==> src/rtl/sag_pkg.sv <==
package sag_pkg;
   localparam int EXC_W = 8;
   typedef enum logic [EXC_W-1:0] {
      EXC_NONE = 8'd0,
      EXC_NP   = 8'd11,
      EXC_GP   = 8'd13
   } exc_e;
endpackage

==> src/rtl/sag_offset.sv <==
module sag_offset #(
   parameter int AW   = 32,
   parameter int SC_W = 2
) (
   input  logic          base_use,
   input  logic [AW-1:0] base_val,
   input  logic          index_use,
   input  logic [AW-1:0] index_val,
   input  logic [SC_W-1:0] scale_code,
   input  logic [AW-1:0] disp,
   output logic [AW-1:0] offset
);
   localparam int N_SCALE = 1 << SC_W;

   logic [AW-1:0] shifted [N_SCALE];
   logic [AW-1:0] idx_term;
   logic [AW-1:0] base_term;

   // one pre-shifted copy per scale code; the code selects among them
   for (genvar s = 0; s < N_SCALE; s++) begin : g_shift
      assign shifted[s] = index_val << s;
   end

   always_comb begin
      idx_term  = index_use ? shifted[scale_code] : '0;
      base_term = base_use  ? base_val : '0;
      offset    = base_term + idx_term + disp;
   end
endmodule

==> src/rtl/sag_seg_base.sv <==
module sag_seg_base #(
   parameter int AW         = 32,
   parameter int SEG_W      = 16,
   parameter int PARA_SHIFT = 4
) (
   input  logic             prot_mode,
   input  logic [SEG_W-1:0] seg_para,
   input  logic [AW-1:0]    desc_base,
   output logic [AW-1:0]    seg_base
);
   localparam int PARA_W = SEG_W + PARA_SHIFT;

   if (PARA_W > AW) begin : g_bad_para
      $error("sag_seg_base: paragraph base does not fit the address width");
   end

   logic [AW-1:0] real_base;
   assign real_base = AW'({seg_para, {PARA_SHIFT{1'b0}}});

   always_comb begin
      seg_base = prot_mode ? desc_base : real_base;
   end
endmodule

==> src/rtl/sag_limit.sv <==
module sag_limit #(
   parameter int AW         = 32,
   parameter int LIM_W      = 20,
   parameter int PAGE_SHIFT = 12,
   parameter int REAL_LIM_W = 16,
   parameter int SZ_W       = 2
) (
   input  logic             prot_mode,
   input  logic [AW-1:0]    offset,
   input  logic [SZ_W-1:0]  acc_size,
   input  logic [LIM_W-1:0] desc_limit,
   input  logic             desc_gran,
   input  logic             desc_present,
   output logic             gp_hit,
   output logic             np_hit
);
   localparam int EW = AW + 1;

   if (LIM_W + PAGE_SHIFT > AW) begin : g_bad_gran
      $error("sag_limit: scaled limit does not fit the address width");
   end
   if (REAL_LIM_W > AW) begin : g_bad_real
      $error("sag_limit: real-mode limit wider than the address");
   end

   logic [AW-1:0] eff_lim;
   logic [EW-1:0] last_byte;

   always_comb begin
      if (!prot_mode)
         eff_lim = AW'({REAL_LIM_W{1'b1}});
      else if (desc_gran)
         eff_lim = AW'({desc_limit, {PAGE_SHIFT{1'b1}}});
      else
         eff_lim = AW'(desc_limit);
      // one extra bit keeps the end of the access from wrapping past zero
      last_byte = {1'b0, offset} + EW'(acc_size);
      np_hit    = prot_mode && !desc_present;
      gp_hit    = !np_hit && (last_byte > {1'b0, eff_lim});
   end
endmodule

==> src/rtl/seg_addr_gen.sv <==
module seg_addr_gen #(
   parameter int AW         = 32,
   parameter int SEG_W      = 16,
   parameter int LIM_W      = 20,
   parameter int SC_W       = 2,
   parameter int SZ_W       = 2,
   parameter int PARA_SHIFT = 4,
   parameter int PAGE_SHIFT = 12,
   parameter int REAL_LIM_W = 16,
   parameter bit OUT_REG    = 1'b1
) (
   input  logic             clk,
   input  logic             rst_n,
   input  logic             prot_mode,
   input  logic             base_use,
   input  logic [AW-1:0]    base_val,
   input  logic             index_use,
   input  logic [AW-1:0]    index_val,
   input  logic [SC_W-1:0]  scale_code,
   input  logic [AW-1:0]    disp,
   input  logic [SZ_W-1:0]  acc_size,
   input  logic [SEG_W-1:0] seg_para,
   input  logic [AW-1:0]    desc_base,
   input  logic [LIM_W-1:0] desc_limit,
   input  logic             desc_gran,
   input  logic             desc_present,
   output logic [AW-1:0]    lin_addr,
   output logic             gp_fault,
   output logic             np_fault,
   output logic [sag_pkg::EXC_W-1:0] exc_code
);
   import sag_pkg::*;

   if (AW < 8) begin : g_bad_aw
      $error("seg_addr_gen: address width too small");
   end

   logic [AW-1:0] off_c;
   logic [AW-1:0] seg_base_c;
   logic [AW-1:0] lin_c;
   logic          gp_c, np_c;
   exc_e          exc_c;

   sag_offset #(.AW(AW), .SC_W(SC_W)) u_off (
      .base_use  (base_use),
      .base_val  (base_val),
      .index_use (index_use),
      .index_val (index_val),
      .scale_code(scale_code),
      .disp      (disp),
      .offset    (off_c)
   );

   sag_seg_base #(.AW(AW), .SEG_W(SEG_W), .PARA_SHIFT(PARA_SHIFT)) u_base (
      .prot_mode(prot_mode),
      .seg_para (seg_para),
      .desc_base(desc_base),
      .seg_base (seg_base_c)
   );

   sag_limit #(
      .AW(AW), .LIM_W(LIM_W), .PAGE_SHIFT(PAGE_SHIFT),
      .REAL_LIM_W(REAL_LIM_W), .SZ_W(SZ_W)
   ) u_lim (
      .prot_mode   (prot_mode),
      .offset      (off_c),
      .acc_size    (acc_size),
      .desc_limit  (desc_limit),
      .desc_gran   (desc_gran),
      .desc_present(desc_present),
      .gp_hit      (gp_c),
      .np_hit      (np_c)
   );

   always_comb begin
      lin_c = seg_base_c + off_c;
      if (np_c)      exc_c = EXC_NP;
      else if (gp_c) exc_c = EXC_GP;
      else           exc_c = EXC_NONE;
   end

   if (OUT_REG) begin : g_reg
      always_ff @(posedge clk) begin
         if (!rst_n) begin
            lin_addr <= '0;
            gp_fault <= 1'b0;
            np_fault <= 1'b0;
            exc_code <= EXC_NONE;
         end else begin
            lin_addr <= lin_c;
            gp_fault <= gp_c;
            np_fault <= np_c;
            exc_code <= exc_c;
         end
      end


      np_prio_chk: assert property (@(posedge clk) disable iff (!rst_n)
         np_fault |-> (!gp_fault && exc_code == EXC_NP));

      gp_code_chk: assert property (@(posedge clk) disable iff (!rst_n)
         gp_fault |-> (exc_code == EXC_GP));

      clean_code_chk: assert property (@(posedge clk) disable iff (!rst_n)
         (!gp_fault && !np_fault) |-> (exc_code == EXC_NONE));

      real_np_chk: assert property (@(posedge clk) disable iff (!rst_n)
         !$past(prot_mode) |-> !np_fault);

      full_space_chk: assert property (@(posedge clk) disable iff (!rst_n)
         ($past(prot_mode) && $past(desc_present) && $past(desc_gran)
          && ($past(desc_limit) == {LIM_W{1'b1}}) && ($past(acc_size) == '0))
         |-> !gp_fault);
   end else begin : g_comb
      assign lin_addr = lin_c;
      assign gp_fault = gp_c;
      assign np_fault = np_c;
      assign exc_code = exc_c;
   end
endmodule

==> config.mk <==
export PLATFORM = sky130hd
export DESIGN_NAME = seg_addr_gen
export DESIGN_NICKNAME = d
export VERILOG_FILES = /design/src/rtl/sag_pkg.sv /design/src/rtl/sag_offset.sv /design/src/rtl/sag_seg_base.sv /design/src/rtl/sag_limit.sv /design/src/rtl/seg_addr_gen.sv
export SDC_FILE = /design/constraint.sdc
export NUM_CORES = 1
export LEC_CHECK = 0
export ABC_AREA = 1
export BUFFER_PORTS_ARGS = -buffer_cell sky130_fd_sc_hd__buf_2
export CAP_MARGIN = 20
export CORE_MARGIN = 4
export CORE_UTILIZATION = 40
export DETAILED_ROUTE_END_ITERATION = 12
export PLACE_DENSITY = 0.62
export SYNTH_ARGS = -nofsm -noshare
export SYNTH_HDL_FRONTEND = slang
export SYNTH_SLANG_ARGS = --single-unit
==> constraint.sdc <==
create_clock -name clk -period 8.2 [get_ports clk]
set_clock_uncertainty 0.15 [all_clocks]
set_input_delay 0.82 -clock clk [delete_from_list [all_inputs] [get_ports clk]]
set_output_delay 0.82 -clock clk [all_outputs]
set_load 0.01 [all_outputs]
==> results.toml <==
[final_layout]
regArea_um2 = 721
fin_area_um2 = 9870
diodes = 0
nets = 1866
fillCellCount = 2239
multiInputGateArea_um2 = 6750
drive_gt1_share_pct = 19.6
syn2layout_area_growth_pct = 17.1

[setup_path]
cp_slowest_cell = "fa_1"
crit_required_ns = 8.22
worstPathMaxFanout = 34
cp-startpoint = "scale_code[0]"
crit_path_max_incr_delay_ns = 0.70
worst_setup_path_start_kind = "primary input"
arrival_ns = 6.27
crit_path_end_kind = "flop"
crit_type = "in2reg"
path_common_cell = "nand2_1"

[synth]
yosysWarnings = 0
ys_types = 49
ys_ff_latch = 36
synth.avg_cell_area_um2 = 6.16
syn_inst = 1369
synthDominantCellAreaShare_pct = 16.5
syn_area_um2 = 8430
yosys.area.top_type = "nand2_1"
synth_area_leaders = "nand2_1 17%, ha_1 14%, inv_1 9.4%"
synth_seq_area_share_pct = 8.55

[timing]
tightest_slew_ns = 0.930
period_share_pct = 76.2
setup_viol = 0
fin_setup_tns_ns = 0
period_needed_ns = 6.25
report.final.slew_viol_count = 0
hold_viol = 0
grt_setup_unrepaired = "no"
setup_slack_ns = 1.95
relSlewSlack_pct = 37.8
clock.fmax_mhz = 160

[drt]
vias_per_cell = 5.06
ant_nets = 0
drt_pass1_iterations = 5
drc = 0
num_vias = 9279
wl_mm = 27.3
routedWlPerCell_um = 14.9
drt-initial-drc-count = 632

[floorplan]
start_util_pct = 41.1
fp.dieH_um = 153
core_um2 = 20500
ios = 217
die_w_um = 153
num_rows = 52
die_area_um2 = 23500

[job]
drv_cap = 0

[place]
dp_slack_ns = 1.69
placed_cell_area_um2 = 9720
place.port_buffers = 212
post-dp-hpwl_mm = 24.3
place_congestion = 0.965

[pwr]
total_leakage_power_nw = 5.59
powerDensity_nw_per_um2 = 211
power_switching_w = 0.00116
pwr-share-clk_pct = 9.6
power_frac_seq_pct = 12.3
comb_power_share_pct = 78.1
ir_drop_mv = 0.151
swShare_pct = 55.6
intPower_w = 0.000925

[clocking]
htreeDepth = 2
cts_hold_buf = 0
cts_resized = 0
clock-sinks = 36
clkTransAtPathRegs_ns = 0.06
root_buffer = "clkbuf_16"
cts_max_path_buffers = 2
cts_tree = "yes"
cts_setup_buffers = 0
cts_buffers = 5

[global_routing]
antenna_found_initial = 0
use_met2_pct = 37.7
grt_use_met3_pct = 3.51
grt_max_degree = 35
top_usage_layer = "met2"
use_met1_pct = 32.2
grt_pass1_vias = 8718
grt_first_pass_wirelength_mm = 43.9
grt_usage_pct = 22.6
grt_overflow = 0

[worst_hold_path]
hp-start = "desc_present"
hold_depth = 3
hold_end = "gp_fault"
hold_class = "in2reg"

[outcome]
status = "finished clean"
-- worst max-delay path: cells and delay by family --
family,cells,cell delay (ns)
simple gates,24,2.34
fa+ha+maj,3,1.52
buf+inv,3,1.04
compound gates,3,0.39
xor+xnor,1,0.13
-- cell type report --
cell class	instances	share of cell area (%)
clock buffer	7	1.55
tap	270	3.42
multi-input combinational	1083	68.4
timing repair buffer	213	10.8
sequential	36	7.30
inverter	224	8.52
-- synthesized netlist by cell type, drive strengths merged --
cell type  count
nand3         68
nand3b         6
nor4           4
xnor2         10
nor4b          1
and3           1
a22oi          4
o21ai         60
inv          222
o221ai         1
buf           10
o21a           9
nand2        395
nand4         26
a21boi         4
mux2i         26
clkinv         2
clkbuf        19
xor2          29
ha            94
o211ai         2
dfxtp         36
a21o           4
conb           1
o22ai         33
a21oi        100
a31oi          7
or2            4
nor2         131
nor3          17
o21bai         5
a211oi         3
fa            34
o31ai          1
-- per-stage QoR --
stage | utilization (%) | cells | total power [W] | hold slack (ns)
floorplan | - | 1372 | 0.00142 | 0.808
global placement | 47.4 | 1826 | 0.00188 | 0.927
detailed placement | 47.4 | 1826 | 0.00187 | 0.931
CTS | 48.2 | 1833 | 0.00209 | 0.637
global route | 48.2 | 1833 | 0.00233 | 0.638
finish | 48.2 | 1833 | 0.00208 | 0.641
-- routing by layer --
metal | up-vias | wire length, µm | share of wire, %
li1 | 4830 | - | -
met1 | 4177 | 12800 | 47
met2 | 262 | 12500 | 46
met3 | 10 | 1870 | 6.9
met4 | 0 | 112 | 0.41
met5 | - | 0 | 0
-- placed cells by master, fill, tap and decap left out, drive strengths merged, types with 3 or more instances in the layout --
master  count
a21oi     100
a31oi       7
xor2       29
o21ai      60
dfxtp      36
nor3       17
a21boi      4
a21o        4
nand4      26
nor4        4
nor2      131
clkbuf      7
inv       222
or2         4
fa         34
a211oi      3
nand3b      6
conb        4
buf       213
o22ai      33
ha         94
a22oi       4
mux2i      26
nand2     395
o21a        9
o21bai      5
nand3      68
xnor2      10
-- power groups by stage --
stage | Sequential [W] | Clock, W | Combinational [W]
after detailed placement | 0.000260 | 0 | 0.00161
after global placement | 0.000259 | 0 | 0.00162
final | 0.000256 | 0.000200 | 0.00163
after CTS | 0.000258 | 0.000205 | 0.00163
after floorplan | 0.000298 | 0 | 0.00112
after global routing | 0.000265 | 0.000212 | 0.00185
-- flip-flops by register name (all words and copies together), names as in the netlist --
name	flops
gp_fault	1
exc_code	3
lin_addr	32
-- logic make-up after synthesis --
kind of cell / Yosys count / synth area share (%)
AOI/OAI and AO/OA: 233 / 15.6
xor gates and xnor gates: 39 / 4.41
adders and majority gates: 128 / 22.0
buffers and inverters: 253 / 11.5
DFF: 36 / 8.55
muxes: 26 / 3.09
other: 1 / 0.0445
and+or+nand+nor: 653 / 34.7
-- worst max-delay path by stage --
stage               cells past startpoint  slack (ns)     endpoint
finish                                 34        1.95  exc_code[0]
global route                           40        1.38  exc_code[2]
CTS                                    38        1.97  exc_code[0]
detailed placement                     38        1.69  exc_code[0]
global placement                       38        1.71  exc_code[0]
floorplan                              39        2.49  exc_code[0]
No activity file was read; power rests on OpenSTA's default activity.
